[src/rtl/srp_pkg.sv]
package srp_pkg;
  localparam int NIB_W      = 4;
  localparam int CTL_W      = 4;
  localparam int FRAME_BITS = CTL_W + NIB_W;
  localparam int CNT_W      = $clog2(FRAME_BITS);
  localparam int HOLD_W     = FRAME_BITS - 2;

  typedef struct packed {
    logic clrAll;
    logic sample;
    logic loadAddr;
    logic doWrite;
    logic oeOn;
    logic oeOff;
    logic loadOut;
    logic shiftOut;
  } srpStrobe_t;
endpackage

[src/rtl/srp_sync.sv]
module srp_sync #(
  parameter int WIDTH  = 1,
  parameter int STAGES = 2
) (
  input  logic             clk,
  input  logic             rstN,
  input  logic [WIDTH-1:0] din,
  output logic [WIDTH-1:0] dout
);
  for (genvar i = 0; i < WIDTH; i++) begin : g_bit
    logic [STAGES-1:0] chain;
    always_ff @(posedge clk or negedge rstN) begin
      if (!rstN) chain <= '0;
      else       chain <= {chain[STAGES-2:0], din[i]};
    end
    assign dout[i] = chain[STAGES-1];
  end
endmodule

[src/rtl/srp_ctrl.sv]
module srp_ctrl
  import srp_pkg::*;
(
  input  logic             clk,
  input  logic             rstN,
  input  logic             ceLive,
  input  logic             sampleEdge,
  input  logic             outEdge,
  input  logic [2:0]       ctlBits,
  output srpStrobe_t       strb,
  output logic [CNT_W-1:0] bitCnt,
  output logic             serving
);
  localparam logic [CNT_W-1:0] LAST_BIT  = CNT_W'(FRAME_BITS - 1);
  localparam logic [CNT_W-1:0] OE_POINT  = CNT_W'(1);
  localparam logic [CNT_W-1:0] OUT_FIRST = CNT_W'(CTL_W);

  logic pending;
  logic frameEnd;
  logic isRw, isAd, isDt;

  assign isRw = ctlBits[2];
  assign isAd = ctlBits[1];
  assign isDt = ctlBits[0];
  assign frameEnd = sampleEdge && (bitCnt == LAST_BIT) && !serving;

  always_ff @(posedge clk or negedge rstN) begin
    if (!rstN) begin
      bitCnt  <= '0;
      pending <= 1'b0;
      serving <= 1'b0;
    end else if (!ceLive) begin
      bitCnt  <= '0;
      pending <= 1'b0;
      serving <= 1'b0;
    end else begin
      if (sampleEdge)
        bitCnt <= (bitCnt == LAST_BIT) ? '0 : bitCnt + 1'b1;
      if (frameEnd && isRw && isAd && !isDt)
        pending <= 1'b1;
      if (outEdge && bitCnt == '0) begin
        serving <= pending;
        pending <= 1'b0;
      end
    end
  end

  always_comb begin
    strb          = '0;
    strb.clrAll   = !ceLive;
    strb.sample   = sampleEdge;
    strb.loadAddr = frameEnd && isAd && !isDt;
    strb.doWrite  = frameEnd && isDt && !isRw && !isAd;
    strb.oeOff    = outEdge && (bitCnt == '0);
    strb.oeOn     = outEdge && (bitCnt == OE_POINT) && serving;
    strb.loadOut  = outEdge && (bitCnt == OUT_FIRST) && serving;
    strb.shiftOut = outEdge && (bitCnt > OUT_FIRST) && serving;
  end
endmodule

[src/rtl/srp_dpath.sv]
module srp_dpath
  import srp_pkg::*;
(
  input  logic             clk,
  input  logic             rstN,
  input  srpStrobe_t       strb,
  input  logic             sdBit,
  input  logic [NIB_W-1:0] rdData,
  output logic [2:0]       ctlBits,
  output logic [NIB_W-1:0] addr,
  output logic [NIB_W-1:0] wrData,
  output logic             wrEn,
  output logic             sdOut,
  output logic             sdOe
);
  logic [HOLD_W-1:0] holdReg;
  logic [NIB_W-1:0]  outShift;
  logic [NIB_W-1:0]  payload;
  logic              oeReg;

  assign ctlBits = holdReg[HOLD_W-1 -: 3];
  assign payload = {holdReg[NIB_W-2:0], sdBit};

  always_ff @(posedge clk or negedge rstN) begin
    if (!rstN) addr <= '0;
    else if (strb.loadAddr) addr <= payload;
  end

  always_ff @(posedge clk or negedge rstN) begin
    if (!rstN) begin
      holdReg  <= '0;
      outShift <= '0;
      oeReg    <= 1'b0;
      wrEn     <= 1'b0;
      wrData   <= '0;
    end else if (strb.clrAll) begin
      holdReg  <= '0;
      outShift <= '0;
      oeReg    <= 1'b0;
      wrEn     <= 1'b0;
    end else begin
      wrEn <= strb.doWrite;
      if (strb.doWrite) wrData <= payload;
      if (strb.sample)  holdReg <= {holdReg[HOLD_W-2:0], sdBit};
      if (strb.oeOff)     oeReg <= 1'b0;
      else if (strb.oeOn) oeReg <= 1'b1;
      if (strb.oeOn)          outShift <= '0;
      else if (strb.loadOut)  outShift <= rdData;
      else if (strb.shiftOut) outShift <= {outShift[NIB_W-2:0], 1'b0};
    end
  end

  assign sdOe  = oeReg;
  assign sdOut = oeReg & outShift[NIB_W-1];
endmodule

[src/rtl/serial_reg_port.sv]
module serial_reg_port
  import srp_pkg::*;
#(
  parameter bit SAMPLE_ON_FALL = 1'b1,
  parameter int SYNC_STAGES    = 2
) (
  input  logic             clk,
  input  logic             rstN,
  input  logic             chipEn,
  input  logic             shiftClk,
  input  logic             sdIn,
  output logic             sdOut,
  output logic             sdOe,
  output logic [NIB_W-1:0] regAddr,
  output logic [NIB_W-1:0] regWrData,
  output logic             regWrEn,
  input  logic [NIB_W-1:0] regRdData
);
  logic             sclkNorm;
  logic             ceLive, sclkS, sdS, sclkD;
  logic             sampleEdge, outEdge;
  logic [2:0]       ctlBits;
  logic [CNT_W-1:0] bitCnt;
  logic             serving;
  srpStrobe_t       strb;

  if (SAMPLE_ON_FALL) begin : g_pol_fall
    assign sclkNorm = shiftClk;
  end else begin : g_pol_rise
    assign sclkNorm = ~shiftClk;
  end

  srp_sync #(.WIDTH(3), .STAGES(SYNC_STAGES)) u_sync (
    .clk (clk),
    .rstN(rstN),
    .din ({chipEn, sclkNorm, sdIn}),
    .dout({ceLive, sclkS, sdS})
  );

  always_ff @(posedge clk or negedge rstN) begin
    if (!rstN) sclkD <= 1'b0;
    else       sclkD <= sclkS;
  end

  assign sampleEdge = ceLive & sclkD & ~sclkS;
  assign outEdge    = ceLive & ~sclkD & sclkS;

  srp_ctrl u_ctrl (
    .clk       (clk),
    .rstN      (rstN),
    .ceLive    (ceLive),
    .sampleEdge(sampleEdge),
    .outEdge   (outEdge),
    .ctlBits   (ctlBits),
    .strb      (strb),
    .bitCnt    (bitCnt),
    .serving   (serving)
  );

  srp_dpath u_dpath (
    .clk    (clk),
    .rstN   (rstN),
    .strb   (strb),
    .sdBit  (sdS),
    .rdData (regRdData),
    .ctlBits(ctlBits),
    .addr   (regAddr),
    .wrData (regWrData),
    .wrEn   (regWrEn),
    .sdOut  (sdOut),
    .sdOe   (sdOe)
  );
endmodule

[config.mk]
export PLATFORM = sky130hd
export DESIGN_NAME = serial_reg_port
export DESIGN_NICKNAME = d
export VERILOG_FILES = /design/src/rtl/srp_pkg.sv /design/src/rtl/srp_sync.sv /design/src/rtl/srp_ctrl.sv /design/src/rtl/srp_dpath.sv /design/src/rtl/serial_reg_port.sv
export SDC_FILE = /design/constraint.sdc
export NUM_CORES = 1
export LEC_CHECK = 0
export CAP_MARGIN = 5
export CORE_UTILIZATION = 57
export CTS_CLUSTER_DIAMETER = 40
export DETAILED_ROUTE_END_ITERATION = 10
export PLACE_DENSITY = 0.88
export RECOVER_POWER = 50
export SLEW_MARGIN = 5
export SYNTH_ARGS = -nofsm -noshare
export SYNTH_HDL_FRONTEND = slang
export SYNTH_HIERARCHICAL = 1
export SYNTH_SLANG_ARGS = --single-unit
[constraint.sdc]
create_clock -name clk -period 5.45 [get_ports clk]
set_input_delay 1.635 -clock clk [delete_from_list [all_inputs] [get_ports clk]]
set_output_delay 1.635 -clock clk [all_outputs]
set_load 0.05 [all_outputs]
* After elaboration in Yosys (flattened, before gate mapping) *
Cells that the tools add are included.

word-level totals
  bits in registers = 32
  bits in latches = 0
  memory bits (writable) = 0
  memory bits (read-only) = 0
  input port bits = 9
  output and inout port bits = 11
  logic and storage cells = 71
  memories = 0

operators by class
  $add $sub $neg = 1
  multiply operators = 0
  divide/modulo/power cells = 0
  $lt $le $gt $ge = 1
  eq/ne operators = 8
  shift-type cells = 0
  muxes and demuxes = 18
  bitwise logic cells = 7
  reductions and logical operators = 23

operators by type and width
  kind                                                  number
  logical AND 1 bit                                     17
  2-to-1 mux 4 bit                                      4
  2-to-1 mux 6 bit                                      2
  2-to-1 mux 1 bit                                      9
  2-to-1 mux 3 bit                                      3
  equality test 3 bit, second input constant            2
  bitwise AND 1 bit                                     5
  logical NOT 1 bit                                     4
  != test 4 bit, second input constant                  1
  adder 3 x 1 -> 3 bit, second input constant           1
  equality test 3 x 1 -> 1 bit, second input constant   1
  greater-than comparator 3 bit, second input constant  1
  logical NOT 3 bit                                     1
  != test 3 x 2 -> 1 bit, second input constant         1
  != test 3 bit, second input constant                  1
  != test 2 x 1 -> 1 bit, second input constant         1
  != test 2 bit, second input constant                  1
  inverter 1 bit                                        2
  AND reduction 2 bit                                   1

* Logic depth before layout (Yosys ltp) *
  word-level depth = 10
  depth in mapped cells = 6
  depth with buffers taken out = 6

* Hierarchy *
Netlist, hierarchy kept.

modules (own cells, without submodules)
  module           instances  cells each  area each (sq um)  seq. area each (sq um)
  srp_dpath        1          63          869.6              500.5
  srp_ctrl         1          35          341.6              125.1
  srp_sync         1          9           172.7              150.1
  serial_reg_port  1          3           42.5               25.0

* Worst setup path after synthesis *
Ideal clock, no wire load.

  path type = register -> output
  start = register u_dpath.oeReg, in the netlist u_dpath/sdOe
  end = output sdOut
  arrival time = 1.118 ns
  required time = 3.815 ns
  setup slack = 2.697 ns
  cell stages (with the launch flop) = 2
  path buffers = 0
  path through = dfrtp_1 -> and2_1

on the way
  cells in the longest elaborated chain, start to end = 1

ends and longest elaborated chain
  item                    line                   source
  from (decl)             srp_dpath.sv:19        logic oeReg;
  from (signal assigned)  srp_dpath.sv:33        oeReg <= 1'b0;
  from (signal assigned)  srp_dpath.sv:39        oeReg <= 1'b0;
  from (signal assigned)  srp_dpath.sv:45        if (strb.oeOff) oeReg <= 1'b0;
  bitwise AND 1 bit       srp_dpath.sv:54        assign sdOut = oeReg & outShift[NIB_W-1];
  to (decl)               serial_reg_port.sv:12  output logic sdOut,

No other way between the ends.

* Worst setup path in the final report *
Same ends and word-level chain as after synthesis.

==> summary.md <==
| Metric | Value |
|---|---|
| Die area | around 2700 sq um |
| Layout area overhead | 14.1% |
| Worst path top cell family by delay | buffers and inverters |
| # nets final | approximately 140 |
| Syn Nets | 123 |
| # IOs | 20 |
| Worst hold start | u_sync/g_bit[0].chain[0] |
| # rows | 17 |
| CTS Hold Buffers Added | 0 |
| DP Wirelength | between 1.5 and 2 mm |
| Hold Path Depth | 0 |
| Core area | approximately 2300 sq um |
| Initial antenna violation count | 0 |
| Post-CTS resize count | 0 |
| DR iter-0 viols | 15 |
| CP Class | reg2out |
| Clock share of power | a little under a third |
| DRT Pass-1 Iters | 4 |
| H-tree depth | 2 |
| Synth unique cells | 26 |
| Failing checks | max-capacitance violations, max-slew violations |
| # clock sinks | 32 |
| CTS root buffer | clkbuf_4 |
| Status | finished with violations |
| Worst reg2reg path startpoint | u_sync/g_bit[1].chain[1] |
| DIE WIDTH | 52.0 um |
| Number of global-route vias before repair | 880 |
| Final worst-path cycle share | between 50 and 60% |
| Total gr overflow | 0 |
| Hold Vio Cnt, Final | 0 |
| VDD IR-drop max | ~0.28 mV |
| Clock Path Buffers | 2 |
| Drt drc | 0 |
| Comb pwr share | 4.9% |
| Setup Skew | 0.00373 ns |
| Yosys reg bits | 32 |
| CP cell instances | and2_1, clkdlybuf4s50_1 |
| Synth warn | 6 |
| Final Critical Period | 3.25 ns |
| Leakage | around 0.83 nW |
| Post-CTS setup buffers | 0 |
| Routed wire length | between 2 and 2.5 mm |
| Fill cell count | between 150 and 200 |
| Post-synthesis area per instance | approximately 13 sq um |
| Clk slew on worst S/H paths | 0.09 ns |
| IO Port Bufs | 19 |
| Switching part of the total | a little over a fifth |
| Bufs and invs on worst path | 1 |
| Pint | just under 0.3 mW |
| Clock Latency Late Sink | around 0.32 ns |
| RSZ-0062 raised after global routing | false |
| Area post-placement | 1590 sq um |
| WHS | 0.357 ns |
| Final GP Congestion | 0.719 |
| Cts bufs inserted | 5 |
| Via Count | just over 800 |
| Vias/cell | roughly 5.2 |
| Slew Limit Fails | 33 |
| Worst R2R End | u_dpath/wrData[0] |
| Multi-input logic area | approximately 530 sq um |
| Largest net degree at the start of global routing | 33 |
| Routed Antenna Nets | 0 |
| Mapped cell area | between 1000 and 1500 sq um |
| CTS tree | built |
| Worst Reg2Reg Path Length in Cells | 5 |
| Worst Path Required | roughly 3.8 ns |
| Chip Height | approximately 52 um |
| Tot Pwr | approximately 0.38 mW |
| WL per Instance | 14.5 um |
| CP arrival | approximately 1.6 ns |
| Reported net switching power | between 0.08 and 0.09 mW |
| Setup TNS | 0 ns |
| Worst Setup End Kind | output pin |
| Reg area | between 800 and 900 sq um |
| Worst Max-Slew Pin Slew | roughly 1.6 ns |
| Worst-path fanout max | 3 |
| End of the worst hold path | u_sync/g_bit[0].chain[1] |
| Setup Viol. Count Final | 0 |
| PD cells | between 200 and 250 nW/um^2 |
| Critical Path Slowest Stage Cell | clkdlybuf4s50_1 |
| Max Cap Viol | 1 |
| Antenna Cells | 0 |
| Reg2reg setup slack | a little over 3 ns |
| Startpoint types | flop |
| Initial core utilization | between 60% and 70% |
| Sequential area share after synthesis | between 50% and 60% |
| Hold Path Class | reg2reg |
| Gr usage total | 20.6% |
| Max_slew headroom | -8.34% |
| Flop pwr share | 64.2% |
| Fmax achieved | between 300 and 400 MHz |
| Fin area | approximately 1600 sq um |
| Layout cell share with drive strength beyond 1 | between 10 and 15% |
| Cell count after synthesis | between 100 and 150 |
| Slowest stage delay, CP | around 0.79 ns |
| First-pass GRT wire length | roughly 3.8 mm |
==> cell usage after synthesis (all sizes together) <==
library cell | n | share of area, %
inv | 6 | 1.6
nand3b | 2 | 1.3
nor3 | 2 | 1.1
or3b | 1 | 0.61
nand2b | 1 | 0.96
dfrtp | 32 | 56
nor3b | 1 | 0.53
nor2 | 15 | 3.9
ha | 4 | 3.5
or2b | 3 | 1.6
and2 | 1 | 0.44
and4b | 1 | 0.70
mux2i | 10 | 7.0
nor4b | 1 | 0.61
a21boi | 1 | 0.53
buf | 9 | 4.8
nand2 | 2 | 0.53
and3b | 2 | 1.2
o211a | 4 | 2.8
mux2 | 11 | 9.7
nand3 | 1 | 0.35
==> power groups by stage <==
| stage | logic [mW] | registers, mW | clock network (mW) |
|---|---|---|---|
| 2_1_floorplan | 0.0106 | 0.247 | 0 |
| 5_1_grt | 0.0208 | 0.243 | 0.136 |
| 6_report | 0.0185 | 0.243 | 0.117 |
| 3_5_place_dp | 0.0196 | 0.248 | 0 |
| 4_1_cts | 0.0197 | 0.243 | 0.124 |
| 3_3_place_gp | 0.0190 | 0.247 | 0 |
==> worst max path at each step <==
stage,startpoint,endpoint,slack [ns],depth (start not counted)
3_5_place_dp,u_dpath/sdOe,sdOut,2.54,2
6_report,u_dpath/sdOe,sdOut,2.20,2
2_1_floorplan,u_dpath/sdOe,sdOut,2.70,1
5_1_grt,rstN,u_dpath/wrEn,1.87,2
4_1_cts,u_dpath/sdOe,sdOut,2.18,2
3_3_place_gp,u_dpath/sdOe,sdOut,2.58,2
==> metrics by stage <==
step,worst slack [ns],utilization [%],instances
after CTS,2.18,71.9,156
after global routing,1.87,71.5,156
after detailed placement,2.54,69.9,149
after global placement,2.58,69.9,149
final,2.20,71.5,156
after floorplan,2.70,-,110
==> kinds of logic (layout without fill, tap and decap cells) <==
family	after synthesis	count (layout)	synth area share, %
compound gates	5	5	3.33
fa+ha+maj	4	4	3.51
buf+inv	15	33	6.40
flops	32	32	56.1
mux	21	21	16.8
simple gates	33	33	13.9
==> cells in the final DEF (no fill, tap or decap), drive strengths merged, types with 2 or more instances in the layout <==
| cell | Yosys | routed |
|---|---|---|
| dfrtp | 32 | 32 |
| clkdlybuf4s50 | 0 | 15 |
| nor2 | 15 | 15 |
| mux2 | 11 | 11 |
| mux2i | 10 | 10 |
| clkbuf | 0 | 7 |
| inv | 6 | 6 |
| dlygate4sd3 | 0 | 4 |
| o211a | 4 | 4 |
| ha | 4 | 4 |
| or2b | 3 | 3 |
| and3b | 2 | 2 |
| nand2 | 2 | 2 |
| nor3 | 2 | 2 |
| nand3b | 2 | 2 |
==> final cells by class <==
type                            instances  area share (%)
Clock inverter                          1           0.307
Sequential cell                        32            49.2
Inverter                                6            1.38
Clock buffer                            6            2.54
Timing Repair Buffer                   20            11.9
Tap cell                               28            2.15
Multi-Input combinational cell         63            32.5
==> state kept, by name (all words and copies together), names as in the netlist <==
register            cells
u_ctrl/serving          1
u_dpath/addr            4
u_dpath/sdOe            1
u_sync/g_bit.chain      6
u_dpath/holdReg         6
u_dpath/outShift        4
u_dpath/wrData          4
u_ctrl/bitCnt           3
sclkD                   1
u_ctrl/pending          1
u_dpath/wrEn            1
==> layer usage <==
layer | routed length [um] | vias up | GRT usage (%)
met2 | 1130 | 20 | 34.0
met4 | 53 | 0 | 12.6
li1 | - | 398 | -
met1 | 982 | 393 | 23.1
met5 | 0 | - | 0
met3 | 93 | 5 | 6.14
No activity file was read; power rests on OpenSTA's default activity.
